==> src/rtl/vbl_guard_pkg.sv <==
// Package: shared state encoding for the update window guard.
// Assumes: nothing beyond the users importing it.
package vbl_guard_pkg;

    typedef enum logic [1:0] {
        GS_IDLE = 2'd0,
        GS_DIV  = 2'd1,
        GS_EVAL = 2'd2,
        GS_WAIT = 2'd3
    } guard_state_e;

endpackage

==> src/rtl/vbl_line_budget.sv <==
// Module: converts a microsecond budget into scanlines with a ceiling divide.
// Computes ceil(BUDGET_US*khz / (1000*htotal)) with a restoring divider.
// The divider produces one quotient bit per cycle. A zero htotal yields 1.
// Assumes: go is only honoured while not busy; operands are sampled with go.
module vbl_line_budget #(
    parameter int LINE_W    = 13,
    parameter int CLK_W     = 20,
    parameter int BUDGET_US = 100,
    localparam int BUD_W    = $clog2(BUDGET_US + 1),
    localparam int NUM_W    = CLK_W + BUD_W
) (
    input  logic              clk,
    input  logic              rst_n,
    input  logic              go,
    input  logic [CLK_W-1:0]  khz,
    input  logic [LINE_W-1:0] htotal,
    output logic              busy,
    output logic              done,
    output logic [NUM_W-1:0]  lines
);
    localparam int DEN_W = LINE_W + 10;
    localparam int CNT_W = $clog2(NUM_W + 1);

    logic [DEN_W:0]   rem_q;
    logic [NUM_W-1:0] quo_q;
    logic [DEN_W-1:0] den_q;
    logic [CNT_W-1:0] cnt_q;
    logic [DEN_W:0]   trial;
    logic [DEN_W:0]   rem_nx;
    logic             take;
    logic [NUM_W-1:0] quo_nx;

    // One restoring step: shift in the next dividend bit and subtract if it fits.
    always_comb begin
        trial  = {rem_q[DEN_W-1:0], quo_q[NUM_W-1]};
        take   = (trial >= {1'b0, den_q});
        rem_nx = take ? (trial - {1'b0, den_q}) : trial;
        quo_nx = {quo_q[NUM_W-2:0], take};
    end

    // Sequencing of the divide and the rounded result.
    always_ff @(posedge clk) begin
        if (!rst_n) begin
            rem_q <= '0;
            quo_q <= '0;
            den_q <= '0;
            cnt_q <= '0;
            busy  <= 1'b0;
            done  <= 1'b0;
            lines <= '0;
        end else begin
            done <= 1'b0;
            if (go && !busy) begin
                if (htotal == '0) begin
                    lines <= NUM_W'(1);
                    done  <= 1'b1;
                end else begin
                    quo_q <= NUM_W'(khz) * NUM_W'(BUDGET_US);
                    den_q <= DEN_W'(htotal) * DEN_W'(1000);
                    rem_q <= '0;
                    cnt_q <= CNT_W'(NUM_W);
                    busy  <= 1'b1;
                end
            end else if (busy) begin
                rem_q <= rem_nx;
                quo_q <= quo_nx;
                cnt_q <= cnt_q - 1'b1;
                if (cnt_q == CNT_W'(1)) begin
                    busy  <= 1'b0;
                    done  <= 1'b1;
                    lines <= quo_nx + NUM_W'(rem_nx != '0);
                end
            end
        end
    end

    // the result pulse only appears once the divide has stopped.
    a_r2_done_ends_busy: assert property (@(posedge clk) disable iff (!rst_n)
        done |-> !busy);

    // the remainder never reaches the divisor while dividing.
    a_r2_rem_below_den: assert property (@(posedge clk) disable iff (!rst_n)
        busy |-> (rem_q < {1'b0, den_q}));

endmodule

==> src/rtl/vbl_window_calc.sv <==
// Module: forms the guard band from the blanking line and the line budget.
// In interlaced timing the blanking line is halved, rounding up.
// Assumes: WIN_W is wider than LINE_W+1, so both bounds fit signed.
module vbl_window_calc #(
    parameter int LINE_W = 13,
    parameter int NUM_W  = 27,
    localparam int WIN_W = NUM_W + 1
) (
    input  logic                    interlaced,
    input  logic [LINE_W-1:0]       vbl_start,
    input  logic [NUM_W-1:0]        lines,
    output logic signed [WIN_W-1:0] lo,
    output logic signed [WIN_W-1:0] hi,
    output logic                    skip
);
    logic [LINE_W:0]          eff_line;
    logic signed [WIN_W-1:0]  eff_s;
    logic signed [WIN_W-1:0]  lines_s;

    // Band bounds and the collapse test.
    always_comb begin
        eff_line = interlaced ? (({1'b0, vbl_start} + 1'b1) >> 1) : {1'b0, vbl_start};
        eff_s    = $signed({{(WIN_W-LINE_W-1){1'b0}}, eff_line});
        lines_s  = $signed({1'b0, lines});
        lo       = eff_s - lines_s;
        hi       = eff_s - 1;
        skip     = (lo <= 0) || (hi <= 0);
    end

endmodule

==> src/rtl/vbl_evade_ctrl.sv <==
// Module: request sequencing, band wait, time cap and capture at grant.
// A request starts the divide, then the band is latched and evaluated.
// The controller then waits for the scanline to leave the band or for the cap.
// Assumes: scanline is synchronous to clk; CYC_PER_MS is at least 2.
module vbl_evade_ctrl
    import vbl_guard_pkg::*;
#(
    parameter int LINE_W     = 13,
    parameter int FRAME_W    = 32,
    parameter int WIN_W      = 28,
    parameter int CYC_PER_MS = 250000
) (
    input  logic                    clk,
    input  logic                    rst_n,
    input  logic                    start_req,
    input  logic [LINE_W-1:0]       scanline,
    input  logic [LINE_W-1:0]       vbl_start,
    input  logic                    interlaced,
    input  logic [FRAME_W-1:0]      frame_cnt,
    input  logic                    div_done,
    input  logic signed [WIN_W-1:0] lo_in,
    input  logic signed [WIN_W-1:0] hi_in,
    input  logic                    skip_in,
    output logic                    div_go,
    output logic [LINE_W-1:0]       vbl_q,
    output logic                    intl_q,
    output logic                    busy,
    output logic                    grant,
    output logic                    evade_timeout,
    output logic signed [WIN_W-1:0] win_lo,
    output logic signed [WIN_W-1:0] win_hi,
    output logic [FRAME_W-1:0]      start_frame,
    output logic [LINE_W-1:0]       start_line
);
    localparam int TMO_W = $clog2(CYC_PER_MS + 1);

    guard_state_e            st;
    logic                    skip_q;
    logic [TMO_W-1:0]        tmo_cnt;
    logic signed [WIN_W-1:0] line_s;
    logic                    outside;
    logic                    tmo_last;

    // Band test against the live scanline and the cap test.
    always_comb begin
        line_s   = $signed({{(WIN_W-LINE_W){1'b0}}, scanline});
        outside  = (line_s < win_lo) || (line_s > win_hi);
        tmo_last = (tmo_cnt == TMO_W'(CYC_PER_MS - 1));
        div_go   = (st == GS_IDLE) && start_req;
        busy     = (st != GS_IDLE);
    end

    // Request state machine with capture at grant.
    always_ff @(posedge clk) begin
        if (!rst_n) begin
            st            <= GS_IDLE;
            vbl_q         <= '0;
            intl_q        <= 1'b0;
            skip_q        <= 1'b0;
            tmo_cnt       <= '0;
            grant         <= 1'b0;
            evade_timeout <= 1'b0;
            win_lo        <= '0;
            win_hi        <= '0;
            start_frame   <= '0;
            start_line    <= '0;
        end else begin
            grant <= 1'b0;
            case (st)
                GS_IDLE: begin
                    if (start_req) begin
                        vbl_q  <= vbl_start;
                        intl_q <= interlaced;
                        st     <= GS_DIV;
                    end
                end
                GS_DIV: begin
                    if (div_done) begin
                        win_lo <= lo_in;
                        win_hi <= hi_in;
                        skip_q <= skip_in;
                        st     <= GS_EVAL;
                    end
                end
                GS_EVAL: begin
                    if (skip_q) begin
                        grant         <= 1'b1;
                        evade_timeout <= 1'b0;
                        start_frame   <= '0;
                        start_line    <= '0;
                        st            <= GS_IDLE;
                    end else begin
                        tmo_cnt <= '0;
                        st      <= GS_WAIT;
                    end
                end
                GS_WAIT: begin
                    if (outside || tmo_last) begin
                        grant         <= 1'b1;
                        evade_timeout <= !outside;
                        start_frame   <= frame_cnt;
                        start_line    <= scanline;
                        st            <= GS_IDLE;
                    end else begin
                        tmo_cnt <= tmo_cnt + 1'b1;
                    end
                end
                default: st <= GS_IDLE;
            endcase
        end
    end

    // no release while the scanline sits inside the band and the cap is not reached.
    a_r6_stall_inside: assert property (@(posedge clk) disable iff (!rst_n)
        (st == GS_WAIT && !outside && !tmo_last) |=> !grant);

    // leaving the band releases on the next cycle.
    a_r6_release_outside: assert property (@(posedge clk) disable iff (!rst_n)
        (st == GS_WAIT && outside) |=> (grant && !evade_timeout));

    // the wait counter never passes the cap.
    a_r7_cap_bounded: assert property (@(posedge clk) disable iff (!rst_n)
        (st == GS_WAIT) |-> (tmo_cnt < TMO_W'(CYC_PER_MS)));

    // the timeout flag only rises together with a grant.
    a_r7_flag_with_grant: assert property (@(posedge clk) disable iff (!rst_n)
        $rose(evade_timeout) |-> grant);

    // a collapsed band releases at once with nothing recorded.
    a_r5_skip_no_capture: assert property (@(posedge clk) disable iff (!rst_n)
        (st == GS_EVAL && skip_q) |=> (grant && start_frame == '0 && !evade_timeout));

    // grant closes the busy interval.
    a_r10_grant_ends_busy: assert property (@(posedge clk) disable iff (!rst_n)
        grant |-> !busy);

endmodule

==> src/rtl/vbl_frame_check.sv <==
// Module: judges at the end pulse whether the update crossed a frame.
// Assumes: start_frame is zero when no frame number was recorded.
module vbl_frame_check #(
    parameter int FRAME_W = 32
) (
    input  logic               clk,
    input  logic               rst_n,
    input  logic               end_pulse,
    input  logic [FRAME_W-1:0] frame_cnt,
    input  logic [FRAME_W-1:0] start_frame,
    output logic               update_fail
);
    // Verdict register, refreshed on every end pulse.
    always_ff @(posedge clk) begin
        if (!rst_n) begin
            update_fail <= 1'b0;
        end else if (end_pulse) begin
            update_fail <= (start_frame != '0) && (start_frame != frame_cnt);
        end
    end

    // nothing recorded means no failure.
    a_r9_zero_capture_quiet: assert property (@(posedge clk) disable iff (!rst_n)
        (end_pulse && start_frame == '0) |=> !update_fail);

    // a matching frame number means no failure.
    a_r9_match_quiet: assert property (@(posedge clk) disable iff (!rst_n)
        (end_pulse && start_frame == frame_cnt) |=> !update_fail);

    // without an end pulse the verdict holds.
    a_r9_hold: assert property (@(posedge clk) disable iff (!rst_n)
        !end_pulse |=> $stable(update_fail));

endmodule

==> src/rtl/vbl_evade_guard.sv <==
// Module: top of the update window guard.
// Wires the budget divider, the band calculator, the controller and the frame check.
// Assumes: all inputs are synchronous to clk.
module vbl_evade_guard #(
    parameter int LINE_W     = 13,
    parameter int CLK_W      = 20,
    parameter int FRAME_W    = 32,
    parameter int BUDGET_US  = 100,
    parameter int CYC_PER_MS = 250000,
    localparam int NUM_W     = CLK_W + $clog2(BUDGET_US + 1),
    localparam int WIN_W     = NUM_W + 1
) (
    input  logic                    clk,
    input  logic                    rst_n,
    input  logic                    start_req,
    input  logic                    end_pulse,
    input  logic [LINE_W-1:0]       scanline,
    input  logic [LINE_W-1:0]       vbl_start,
    input  logic [LINE_W-1:0]       htotal,
    input  logic [CLK_W-1:0]        pix_khz,
    input  logic                    interlaced,
    input  logic [FRAME_W-1:0]      frame_cnt,
    output logic                    busy,
    output logic                    grant,
    output logic                    evade_timeout,
    output logic signed [WIN_W-1:0] win_lo,
    output logic signed [WIN_W-1:0] win_hi,
    output logic [FRAME_W-1:0]      start_frame,
    output logic [LINE_W-1:0]       start_line,
    output logic                    update_fail
);
    logic                    div_go;
    logic                    div_busy;
    logic                    div_done;
    logic [NUM_W-1:0]        lines;
    logic [LINE_W-1:0]       vbl_q;
    logic                    intl_q;
    logic signed [WIN_W-1:0] lo_c;
    logic signed [WIN_W-1:0] hi_c;
    logic                    skip_c;

    vbl_line_budget #(
        .LINE_W   (LINE_W),
        .CLK_W    (CLK_W),
        .BUDGET_US(BUDGET_US)
    ) u_budget (
        .clk   (clk),
        .rst_n (rst_n),
        .go    (div_go),
        .khz   (pix_khz),
        .htotal(htotal),
        .busy  (div_busy),
        .done  (div_done),
        .lines (lines)
    );

    vbl_window_calc #(
        .LINE_W(LINE_W),
        .NUM_W (NUM_W)
    ) u_window (
        .interlaced(intl_q),
        .vbl_start (vbl_q),
        .lines     (lines),
        .lo        (lo_c),
        .hi        (hi_c),
        .skip      (skip_c)
    );

    vbl_evade_ctrl #(
        .LINE_W    (LINE_W),
        .FRAME_W   (FRAME_W),
        .WIN_W     (WIN_W),
        .CYC_PER_MS(CYC_PER_MS)
    ) u_ctrl (
        .clk          (clk),
        .rst_n        (rst_n),
        .start_req    (start_req),
        .scanline     (scanline),
        .vbl_start    (vbl_start),
        .interlaced   (interlaced),
        .frame_cnt    (frame_cnt),
        .div_done     (div_done),
        .lo_in        (lo_c),
        .hi_in        (hi_c),
        .skip_in      (skip_c),
        .div_go       (div_go),
        .vbl_q        (vbl_q),
        .intl_q       (intl_q),
        .busy         (busy),
        .grant        (grant),
        .evade_timeout(evade_timeout),
        .win_lo       (win_lo),
        .win_hi       (win_hi),
        .start_frame  (start_frame),
        .start_line   (start_line)
    );

    vbl_frame_check #(
        .FRAME_W(FRAME_W)
    ) u_fcheck (
        .clk        (clk),
        .rst_n      (rst_n),
        .end_pulse  (end_pulse),
        .frame_cnt  (frame_cnt),
        .start_frame(start_frame),
        .update_fail(update_fail)
    );

    // the divider only runs while a request is outstanding.
    a_r10_div_inside_busy: assert property (@(posedge clk) disable iff (!rst_n)
        div_busy |-> busy);

endmodule

==> config.mk <==
export PLATFORM = sky130hd
export DESIGN_NAME = vbl_evade_guard
export DESIGN_NICKNAME = d
export VERILOG_FILES = /design/src/rtl/vbl_guard_pkg.sv /design/src/rtl/vbl_line_budget.sv /design/src/rtl/vbl_window_calc.sv /design/src/rtl/vbl_evade_ctrl.sv /design/src/rtl/vbl_frame_check.sv /design/src/rtl/vbl_evade_guard.sv
export SDC_FILE = /design/constraint.sdc
export NUM_CORES = 1
export LEC_CHECK = 0
export ABC_AREA = 0
export BUFFER_PORTS_ARGS = -buffer_cell sky130_fd_sc_hd__clkbuf_2
export CAP_MARGIN = 20
export CORE_MARGIN = 2
export CORE_UTILIZATION = 62
export CTS_BUF_LIST = sky130_fd_sc_hd__clkbuf_8
export CTS_CLUSTER_DIAMETER = 100
export DETAILED_ROUTE_END_ITERATION = 12
export GPL_TIMING_DRIVEN = 0
export PLACE_DENSITY_LB_ADDON = 0.2
export SYNTH_ARGS = -nofsm -noshare
export SYNTH_HDL_FRONTEND = slang
export SYNTH_SLANG_ARGS = --single-unit
export TNS_END_PERCENT = 50
==> constraint.sdc <==
create_clock -name clk -period 5.6 [get_ports clk]
set_input_delay 1.12 -clock clk [delete_from_list [all_inputs] [get_ports clk]]
set_output_delay 1.12 -clock clk [all_outputs]
set_load 0.03 [all_outputs]
==> metrics.yaml <==
floorplan:
  die-height_um: 172
  io_pins: 201
  die_w_um: 172
  core_mm2: 0.0278
  placement_rows: 61
  dieArea_mm2: 0.0296
  initial_core_util_pct: 62.9
drt:
  routed_via_density: 5.91
  wl_per_cell_um: 16.9
  dr.pass1.iters: 8
  antenna_left: 0
  dr.first_iter.drc_count: 1562
  drc: 0
  finalWirelength_um: 47800
  dr_total_vias: 16700
finish:
  multi_input_area_mm2: 0.0115
  layout.area.seq_mm2: 0.00458
  fin_area_mm2: 0.0198
  diodes: 0
  final_layout_size_suffix_gt1_share_pct: 13.4
  fillers: 2262
  syn2layout_area_growth_pct: 13.5
  final_nets: 2757
cts:
  clock_sinks: 229
  cts_tree: "built"
  htreeDepth: 2
  cts-hold-fix-buffers: 0
  clock_latency_ns: 0.54
  cts_root_buffer: "clkbuf_8"
  cts_buffers: 37
  clock_path_buffers: 3
  clkSlewWorstSetupHoldPaths_ns: 0.07
power:
  p_per_area_mw_per_mm2: 436
  vdd_ir_drop_max_uv: 388
  p_leak_nw: 8.72
logic_synthesis:
  async_flop_share_pct: 0
  synth_enable_flop_cells: 0
  synth_nets: 2518
  postSynthCellCount: 2178
  synth_cell_type_count: 88
  yosys_register_bits: 229
  syn_avg_cell_area_um2: 8.03
  synth_area_mm2: 0.0175
  yosys_warnings: 0
  synth_flop_cell: "dfxtp_1"
  yosysSeqAreaShare_pct: 26.2
place:
  dpl_cell_area_mm2: 0.0190
  hpwl_um: 37700
  place_congestion: 0.956
  io_buffers: 200
  preCtsSetupSlack_ns: -0.158
sta:
  fmax_mhz: 192
  finalSetupViolCount: 0
  slew_violations: 0
  finalWorstSetupSlack_ns: 0.388
  min_period_over_period_pct: 93.1
  min_period_ns: 5.21
  rsz0062_at_grt: "no"
  worst_slew_pin_slew_ns: 1.04
  finClkSkew_ns: 0.0184
  maxSlewHeadroom_pct: 30.7
  hold_violations: 0
  setup_tns_ns: 0
worst_setup_path:
  cp-end-kind: "register"
  worst-endpoint-required_ns: 6.03
  crit_path_end: "u_budget.den_q[22]$_SDFFE_PN0P_"
  rr_worst_depth: 23
  worstPathMaxFanout: 5
  r2r-start: "u_budget.rem_q[2]$_SDFFE_PN0P_"
  setup.worst_path.start_class: "primary input"
  path_class: "primary input to register"
  worstSetupStartpoint: "htotal[3]"
  reg2reg_to: "u_budget.lines[18]$_SDFFE_PN0P_"
  regToRegSetupSlack_ns: 0.56
  arrival_ns: 5.64
outcome:
  status: "completed"
global_routing:
  grt_overflow: 0
  track_usage_pct: 31.6
  grt_pass1_vias: 15700
  antenna_found_initial: 0
  grt_pass1_wl_um: 76000
  grt_start_max_net_pins: 19
flow_run:
  drv_cap: 0
hold_path:
  hold_path.class: "register to register"
  holdPathStages: 2
==> metrics by stage <==
stage / std cells / util (%) / hold WS, ns / power, W
floorplan: 2178 / - / 0.432 / 0.00581
global placement: 2756 / 68.2 / 0.439 / 0.00673
detailed placement: 2756 / 68.2 / 0.445 / 0.00682
CTS: 2821 / 71.4 / 0.453 / 0.00855
global route: 2821 / 71.4 / 0.470 / 0.00931
finish: 2821 / 71.4 / 0.450 / 0.00865
==> registers in the layout (all words and copies together) (netlist names), 14 cells and up <==
register            count
u_budget.rem_q         23
u_ctrl.win_lo          28
u_budget.lines         27
u_budget.quo_q         27
u_budget.den_q         20
u_ctrl.start_frame     32
u_ctrl.tmo_cnt         18
u_ctrl.win_hi          14
==> worst min path at each step <==
stage / slack, ns / to / from
final: 0.45 / u_budget.den_q[11]$_SDFFE_PN0P_ / u_budget.den_q[11]$_SDFFE_PN0P_
after global placement: 0.44 / u_budget.den_q[17]$_SDFFE_PN0P_ / u_budget.den_q[17]$_SDFFE_PN0P_
after detailed placement: 0.45 / u_budget.den_q[12]$_SDFFE_PN0P_ / u_budget.den_q[12]$_SDFFE_PN0P_
after floorplan: 0.43 / u_budget.den_q[10]$_SDFFE_PN0P_ / u_budget.den_q[10]$_SDFFE_PN0P_
after CTS: 0.45 / u_budget.den_q[12]$_SDFFE_PN0P_ / u_budget.den_q[12]$_SDFFE_PN0P_
after global routing: 0.47 / u_budget.den_q[11]$_SDFFE_PN0P_ / u_budget.den_q[11]$_SDFFE_PN0P_
==> placed cells by master (no fill, tap or decap), types with 10 or more instances in the layout <==
master,netlist,final
nand4_1,22,22
nor4_1,35,35
dfxtp_1,229,229
a21oi_1,149,149
nand3_1,96,96
a22oi_1,40,40
o211ai_1,11,11
clkbuf_8,1,50
and2_1,10,10
xor2_1,67,67
o21ai_0,92,92
mux2i_1,16,16
inv_1,237,244
nand2_1,233,233
a21o_1,22,22
o221ai_1,10,10
a311oi_1,11,10
clkbuf_2,0,200
or3_1,15,15
and3_1,12,12
a211oi_1,24,24
buf_4,19,19
o31ai_1,11,11
ha_1,185,185
or2_2,11,11
clkbuf_1,82,82
buf_2,10,10
nor3_1,51,50
xnor2_1,90,90
fa_1,59,59
nor2_1,166,166
==> worst max-delay path: stages <==
cell	delay [ns]
clkbuf_2	0.17
inv_1	0.12
fa_1	0.50
fa_1	0.52
inv_1	0.05
fa_1	0.50
inv_1	0.06
fa_1	0.49
inv_1	0.04
ha_1	0.33
or2_2	0.30
a21oi_1	0.21
o31ai_1	0.12
o21a_1	0.20
o21ai_0	0.15
nand2b_1	0.11
a31oi_1	0.27
o21ai_0	0.17
nand3_1	0.11
o211ai_1	0.09
==> cell usage after synthesis (all sizes together) (10+ instances only) <==
cell type | instances | area, um2
inv | 239 | 897
nand2 | 234 | 886
dfxtp | 229 | 4580
ha | 185 | 2310
nor2 | 167 | 634
a21oi | 149 | 746
o21ai | 99 | 495
nand3 | 98 | 500
xnor2 | 90 | 788
clkbuf | 83 | 322
xor2 | 67 | 587
fa | 59 | 1180
nor3 | 52 | 265
a22oi | 40 | 300
nor4 | 37 | 253
buf | 34 | 234
a211oi | 26 | 205
a21o | 22 | 165
nand4 | 22 | 138
mux2i | 16 | 160
or3 | 16 | 101
and3 | 12 | 75.1
a311oi | 11 | 96.3
and2 | 11 | 70.1
o211ai | 11 | 82.6
o31ai | 11 | 82.6
or2 | 11 | 68.8
o221ai | 10 | 87.6
==> power by group <==
group	switching [W]	internal [W]	total [W]
combinational	0.00288	0.00217	0.00505
clock	0.000677	0.00101	0.00169
sequential	0.000135	0.00178	0.00191
total	0.00369	0.00496	0.00865
==> metal layers <==
metal	global-route usage [%]	routed length [um]	part of all wire, %	vias up
met4	13.7	2010	4.2	0
met3	3.91	3220	6.7	155
met5	0	0	0	-
li1	-	-	-	8020
met2	55.0	22500	47	725
met1	39.6	20100	42	7761
==> kinds of logic after synthesis <==
logic type                 count (synthesis)  synth area share [%]
AOI/OAI and AO/OA                        469                  17.5
DFF                                      229                  26.2
buffers and inverters                    356                  8.31
and+or+nand+nor                          705                  19.1
muxes                                     18                  1.04
adders and majority gates                244                  20.0
xor gates and xnor gates                 157                  7.87
==> what timing repair did <==
action | in CTS | in global routing
resized for setup | 0 | 2
endpoints found under the hold margin | 0 | 0
setup endpoints to repair | 0 | 1
setup buffers | 0 | 0
==> area by class of cell <==
class                      instances  share of cell area (%)
buffer                           117                    2.80
tap                              378                    2.38
timing repair buffer             200                    5.04
inverter                         239                    4.52
multi-input combinational       1593                    57.7
clock buffer                      49                    3.40
sequential                       229                    23.1
clock inverter                    16                    1.02
No activity file was read; power rests on OpenSTA's default activity.
